--- src/rtl/nvm_tick_pkg.sv ---
package nvm_tick_pkg;
   typedef enum logic {
      PS_BYPASS = 1'b0,
      PS_DIVIDE = 1'b1
   } ps_mode_e;

   function automatic int unsigned ratio_width(input int unsigned ratio);
      return (ratio > 2) ? $clog2(ratio) : 1;
   endfunction
endpackage

--- src/rtl/nvm_tick_cfg.sv ---
module nvm_tick_cfg #(
   parameter int DIV_W = 6
) (
   input  logic               clk,
   input  logic               rst_n,
   input  logic               wr,
   input  logic [DIV_W+1:0]   wdata,
   output logic               loaded,
   output nvm_tick_pkg::ps_mode_e ps_mode,
   output logic [DIV_W-1:0]   divisor,
   output logic [DIV_W+1:0]   rdata
);
   import nvm_tick_pkg::*;

   always_ff @(posedge clk) begin
      if (!rst_n) begin
         loaded  <= 1'b0;
         ps_mode <= PS_BYPASS;
         divisor <= '0;
      end else if (wr && !loaded) begin
         loaded  <= 1'b1;
         ps_mode <= ps_mode_e'(wdata[DIV_W]);
         divisor <= wdata[DIV_W-1:0];
      end
   end

   assign rdata = {loaded, ps_mode, divisor};

   logic unused_msb;
   assign unused_msb = wdata[DIV_W+1];
endmodule

--- src/rtl/nvm_tick_prescale.sv ---
module nvm_tick_prescale #(
   parameter int PRE_RATIO = 8
) (
   input  logic clk,
   input  logic rst_n,
   input  logic run,
   input  nvm_tick_pkg::ps_mode_e ps_mode,
   output logic step
);
   import nvm_tick_pkg::*;
   localparam int PRE_W = ratio_width(PRE_RATIO);
   localparam logic [PRE_W-1:0] PRE_LAST = PRE_W'(PRE_RATIO - 1);

   generate
      if (PRE_RATIO > 1) begin : g_counter
         logic [PRE_W-1:0] pcnt;
         logic             wrap;
         assign wrap = (pcnt == PRE_LAST);

         always_ff @(posedge clk) begin
            if (!rst_n || !run || ps_mode == PS_BYPASS) begin
               pcnt <= '0;
            end else if (wrap) begin
               pcnt <= '0;
            end else begin
               pcnt <= pcnt + 1'b1;
            end
         end

         assign step = run && ((ps_mode == PS_BYPASS) || wrap);
      end else begin : g_bypass
         logic unused_mode;
         assign unused_mode = ps_mode[0] ^ clk ^ rst_n;
         assign step = run;
      end
   endgenerate
endmodule

--- src/rtl/nvm_tick_divcnt.sv ---
module nvm_tick_divcnt #(
   parameter int DIV_W = 6
) (
   input  logic             clk,
   input  logic             rst_n,
   input  logic             run,
   input  logic             step,
   input  logic [DIV_W-1:0] limit,
   output logic             tick
);
   logic [DIV_W-1:0] cnt;
   logic             at_end;

   assign at_end = (cnt == limit);

   always_ff @(posedge clk) begin
      if (!rst_n || !run) begin
         cnt <= '0;
      end else if (step) begin
         cnt <= at_end ? '0 : cnt + 1'b1;
      end
   end

   assign tick = run && step && at_end;
endmodule

--- src/rtl/nvm_tick_gen.sv ---
module nvm_tick_gen #(
   parameter int DATA_W    = 8,
   parameter int DIV_W     = 6,
   parameter int PRE_RATIO = 8
) (
   input  logic              clk,
   input  logic              rst_n,
   input  logic              reg_wr,
   input  logic [DATA_W-1:0] reg_wdata,
   output logic [DATA_W-1:0] reg_rdata,
   output logic              pe_enable,
   output logic              tick
);
   import nvm_tick_pkg::*;

   generate
      if (DATA_W != DIV_W + 2) begin : g_bad_width
         $error("nvm_tick_gen: DATA_W must equal DIV_W + 2");
      end
      if (PRE_RATIO < 1) begin : g_bad_ratio
         $error("nvm_tick_gen: PRE_RATIO must be at least 1");
      end
   endgenerate

   logic             loaded;
   ps_mode_e         ps_mode;
   logic [DIV_W-1:0] divisor;
   logic             step;

   nvm_tick_cfg #(.DIV_W(DIV_W)) u_cfg (
      .clk(clk), .rst_n(rst_n), .wr(reg_wr), .wdata(reg_wdata),
      .loaded(loaded), .ps_mode(ps_mode), .divisor(divisor), .rdata(reg_rdata)
   );

   nvm_tick_prescale #(.PRE_RATIO(PRE_RATIO)) u_pre (
      .clk(clk), .rst_n(rst_n), .run(loaded), .ps_mode(ps_mode), .step(step)
   );

   nvm_tick_divcnt #(.DIV_W(DIV_W)) u_div (
      .clk(clk), .rst_n(rst_n), .run(loaded), .step(step),
      .limit(divisor), .tick(tick)
   );

   assign pe_enable = loaded;
endmodule

--- config.mk ---
export PLATFORM = sky130hd
export DESIGN_NAME = nvm_tick_gen
export DESIGN_NICKNAME = d
export VERILOG_FILES = /design/src/rtl/nvm_tick_pkg.sv /design/src/rtl/nvm_tick_cfg.sv /design/src/rtl/nvm_tick_prescale.sv /design/src/rtl/nvm_tick_divcnt.sv /design/src/rtl/nvm_tick_gen.sv
export SDC_FILE = /design/constraint.sdc
export NUM_CORES = 1
export LEC_CHECK = 0
export ABC_AREA = 1
export BUFFER_PORTS_ARGS = -buffer_cell sky130_fd_sc_hd__buf_2
export CORE_MARGIN = 2
export CORE_UTILIZATION = 35
export CTS_CLUSTER_SIZE = 24
export DETAILED_ROUTE_END_ITERATION = 12
export PLACE_DENSITY_LB_ADDON = 0.2
export SKIP_CTS_REPAIR_TIMING = 1
export SYNTH_ARGS = -nofsm -noshare
export SYNTH_HDL_FRONTEND = slang
export SYNTH_SLANG_ARGS = --single-unit
--- constraint.sdc ---
create_clock -name clk -period 3.8 [get_ports clk]
set_input_delay 0.38 -clock clk [delete_from_list [all_inputs] [get_ports clk]]
set_output_delay 0.38 -clock clk [all_outputs]
set_load 0.05 [all_outputs]
**Word-level counts from Yosys, hierarchy flattened**

Cells that the tools add are included.

- Add/subtract/negate cells: 2
- Multipliers: 0
- Div/mod/pow operators: 0
- Magnitude comparators: 0
- Equality and inequality tests: 2
- Shift-type cells: 0
- Mux-type cells: 1
- Bitwise operators: 1
- Reductions and logical operators: 10

Operators by type and width:

| kind | count |
|---|---|
| adder 6 x 1 -> 6 bit, second input constant | 1 |
| equality test 6 bit | 1 |
| 2-to-1 mux 6 bit | 1 |
| logical AND 1 bit | 4 |
| adder 3 x 1 -> 3 bit, second input constant | 1 |
| equality test 3 bit, second input constant | 1 |
| logical OR 1 bit | 3 |
| zero test 1 bit | 2 |
| OR reduction 2 bit | 1 |
| NOT 1 bit | 1 |

- Register bits: 17
- Bits in latches: 0
- Bits in writable memories: 0
- ROM bits: 0
- Input port bits: 11
- Word-level logic and storage cells: 21
- Memories kept: 0

**Longest topological paths before layout**

- Depth after elaboration: 5
- Depth in mapped cells: 11

**Hierarchy**

A second synthesis with hierarchy kept.

- Cells, all modules: 135
- Area total of the unflattened synthesis: 939.7 µm²

By module, submodules not included:

| module | instances | cells an instance | area an instance (µm²) | seq. area each (µm²) |
|---|---|---|---|---|
| nvm_tick_divcnt | 1 | 64 | 410.4 | 120.1 |
| nvm_tick_cfg | 1 | 57 | 402.9 | 160.2 |
| nvm_tick_prescale | 1 | 14 | 126.4 | 60.1 |

**Least setup slack after synthesis**

OpenSTA, ideal clock, no wires.

- Path type: reg2out
- From: register u_cfg.loaded
- To: output tick
- Data arrival time: 2115 ps
- Data required time: 3420 ps
- Slack: 1305 ps
- Stages on the path, launching flop included: 5
- Path through: dfxtp_1 -> nand2_2 -> inv_2 -> nand4_1 -> nor3_1

- Cells in the longest elaborated chain, start to end: 3

RTL lines:

| item | line | text |
|---|---|---|
| start, declared | nvm_tick_cfg.sv:8 | `output logic loaded,` |
| start signal, assigned | nvm_tick_cfg.sv:17 | `loaded <= 1'b0;` |
| start signal, assigned | nvm_tick_cfg.sv:21 | `loaded <= 1'b1;` |
| logical AND 1 bit | nvm_tick_prescale.sv:30 | `assign step = run && ((ps_mode == PS_BYPASS) \|\| wrap);` |
| logical AND 1 bit (*) (2 in series) | nvm_tick_divcnt.sv:24 | `assign tick = run && step && at_end;` |
| end, declared | nvm_tick_gen.sv:12 | `output logic tick` |

Every way passes the cells marked *; elsewhere a longest branch is shown, timed or not.

**Final worst setup path**

- From: register u_pre.g_counter.pcnt[0]
- To: output tick

- Cells in the longest elaborated chain, start to end: 5

RTL lines:

| item | line | text |
|---|---|---|
| start, declared | nvm_tick_prescale.sv:16 | `logic [PRE_W-1:0] pcnt;` |
| start signal, assigned | nvm_tick_prescale.sv:26 | `pcnt <= pcnt + 1'b1;` |
| equality test 3 bit | nvm_tick_prescale.sv:18 | `assign wrap = (pcnt == PRE_LAST);` |
| logical OR 1 bit | nvm_tick_prescale.sv:30 |  |
| logical AND 1 bit | nvm_tick_prescale.sv:30 |  |
| logical AND 1 bit (2 in series) | nvm_tick_divcnt.sv:24 |  |

Every way passes these cells.

==> impl_results.md <==
- Maximum vdd drop: around 0.23 mV
- Final worst path period share: 0.577
- Vias/cell: about 4.6
- Net Sw Frac: 0.328
- Core Box Area: 0.00223 mm^2
- Cell Pwr Density: 380 mW/mm^2
- Sequential Power Share: 0.525
- Synth-to-layout area growth: 15.7%
- Starting density of the core: 0.374
- Post-Syn Area: 836 um^2
- Clock Latency Late Sink: 0.29 ns
- Maximum clock path buffer count: 2
- Fin crit period: 2.19 ns
- Final hold vios: 0
- Most frequently used flop master after synthesis: dfxtp_1
- Routability congestion estimate: 0.834
- IO Port Bufs: 19
- Startpoint Class: flop
- Crit-path max cell delay: ~0.35 ns
- Register Area: 340 um^2
- Crit end category: primary output
- Post-synth top area cell: dfxtp_1
- RSZ-0062 raised after global routing: no
- Post-Route WL: 1630 um
- CTS tree: done
- GRT Total Usage: 0.136
- Synth Warn #: 0
- Placed cell area: about 940 um^2
- Synth async-reset ratio: 0
- Count leader, synth: nand2_1
- Clk slew on worst S/H paths: 0.10 ns
- Avg Inst Size Synth: 7.02 um^2
- Clock power share: 0.265
- Relative slew margins: 0.772
- Layout cells sized above 1: 0.209
- Worst path cell trace: ha_1 > ha_1 > inv_1 > nand2_2 > nand2_2 > inv_2 > nand4_1 > nor3_1 > buf_2
- Die ar.: 0.00279 mm^2
- Crit Path Class: flop to primary output
- Antenna cell count: 0
- Final setup viols: 0
- CP max-delay cell: dfxtp_1
- TritonCTS Buffers: 3
- Required @ worst endpoint: 3.42 ns
- Synth area leaders: dfxtp_1 (41%), nand2_1 (12%), inv_1 (9.0%)
- Register-to-register path setup slack: about 2.4 ns
- Post-synth EDFFs: 0
- Sw power: about 120 uW
- Yosys reg bits: 17
- Max-slew violation count: 0
- Die Wd: 52.9 um
- DP HPWL: 1310 um
- Die height: ~53 um
- Max Freq: about 460 MHz
- Min-Delay Path Class: input pin to flop
- Iteration count of the initial detailed-routing pass: 3
- Int Power: between 200 and 250 uW
- WHS: 0.294 ns
- Setup TNS Final: 0 ns
- Initial antenna violation count: 0
- IO Count: 21
- Sequential-to-total area share from yosys stat: 0.407
- Crit path DAT: 1.81 ns
- Wire per inst: 9.74 um
- Tightest Pin Transition: roughly 0.34 ns
- Post-Syn Instances: 119
- Final ANT Viol Nets: 0
- Share of the synthesized area in the top cell type: 0.407
- Netlist cell types: 19
- Initial DRC count: 2
- Final Util: 0.433
- Outcome: complete, no violations
- Root Driver: clkbuf_4
- Residual DRC: 0
- Filler cell count in the final layout: around 260
- Number of global-route vias before repair: 664
- First-pass GRT wire length: 2750 um
- Final instance area: just under 0.001 mm^2
- Row count: 17
- Worst Skew: around 0.0089 ns
- Largest net degree at the start of global routing: 14
- Max-cap viol count: 0
- H-tree levels: 1
- Via count: 760
- Worst-path maximum fanout: 5
- P_leak: 0.464 nW
- Mapped Nets: 133
- Top post-synthesis cells by count: nand2_1 (27), inv_1 (20), nor2_1 (18), dfxtp_1 (17), o21ai_0 (7)
- Overflow after GRT: 0
- Clock sink count: 17
- Area of the multi-input gates: 390 um^2
- Nets: approximately 150
- Combinational cell fraction of total power: 0.211
==> state kept, by name (all words and copies together), names as in the netlist <==
register              count
u_cfg.ps_mode             1
u_div.cnt                 6
u_cfg.divisor             6
u_pre.g_counter.pcnt      3
u_cfg.loaded              1
==> worst max-delay path, delay by kind of cell (launching register included) <==
| family | cells | cell delay (ns) |
|---|---|---|
| adders and majority gates | 2 | 0.29 |
| buffers and inverters | 3 | 0.45 |
| DFF | 1 | 0.35 |
| and+or+nand+nor | 4 | 0.43 |
==> power by group through the flow <==
stage	Combinational (mW)	Sequential (mW)	Clock, mW
after floorplan	0.0422	0.216	0
after global placement	0.0775	0.197	0
after detailed placement	0.0779	0.197	0
after CTS	0.0783	0.193	0.102
after global routing	0.0855	0.194	0.109
final	0.0774	0.193	0.0974
==> routing by layer <==
| layer | vias to the layer above | global-route usage | wire length [um] |
|---|---|---|---|
| li1 | 406 | - | - |
| met1 | 339 | 0.170 | 723 |
| met3 | 4 | 0.0169 | 50 |
| met2 | 11 | 0.223 | 816 |
| met4 | 0 | 0.0769 | 36 |
| met5 | - | 0 | 0 |
==> final cells by class <==
type	count	share of cell area
multi-input combinational	78	0.404
sequential	17	0.352
timing repair buffer	19	0.0983
inverter	21	0.0815
tap	28	0.0362
clock buffer	3	0.0233
clock inverter	1	0.00517
==> cell usage in the layout (no fill, tap or decap) <==
| master | instances |
|---|---|
| clkbuf_4 | 3 |
| nand4_1 | 4 |
| xor2_1 | 3 |
| dfxtp_1 | 17 |
| nor2_1 | 18 |
| inv_2 | 1 |
| o22ai_1 | 1 |
| nand2_2 | 3 |
| a21oi_1 | 6 |
| inv_1 | 20 |
| nand3_2 | 1 |
| o21ai_0 | 7 |
| buf_2 | 19 |
| clkinv_2 | 1 |
| ha_1 | 3 |
| nand2_1 | 27 |
| nand3_1 | 2 |
| o21a_1 | 1 |
| nor3_1 | 1 |
| nor3_2 | 1 |
==> cells by family after synthesis <==
logic type | Yosys count | share of synthesized area
and+or+nand+nor | 57 | 0.296
adders and majority gates | 3 | 0.0449
buffers and inverters | 24 | 0.126
AOI/OAI and AO/OA | 15 | 0.0943
xor gates and xnor gates | 3 | 0.0314
DFF | 17 | 0.407
==> final timing paths <==
path / start / depth (start not counted) / to
setup / recovery: u_pre.g_counter.pcnt[0] / 9 / tick
hold / removal: reg_wr / 2 / u_cfg.loaded
setup reg to reg: u_pre.g_counter.pcnt[0] / 9 / u_div.cnt[1]
hold reg to reg: u_pre.g_counter.pcnt[0] / 1 / u_pre.g_counter.pcnt[0]
==> metrics by stage <==
| step | std cells | power, mW | setup WS (ns) |
|---|---|---|---|
| global placement | 163 | 0.274 | 1.96 |
| CTS | 167 | 0.373 | 1.58 |
| global route | 167 | 0.389 | 1.46 |
| floorplan | 119 | 0.258 | 1.30 |
| finish | 167 | 0.368 | 1.61 |
| detailed placement | 163 | 0.275 | 1.94 |
(Power assumes the default switching activity.)
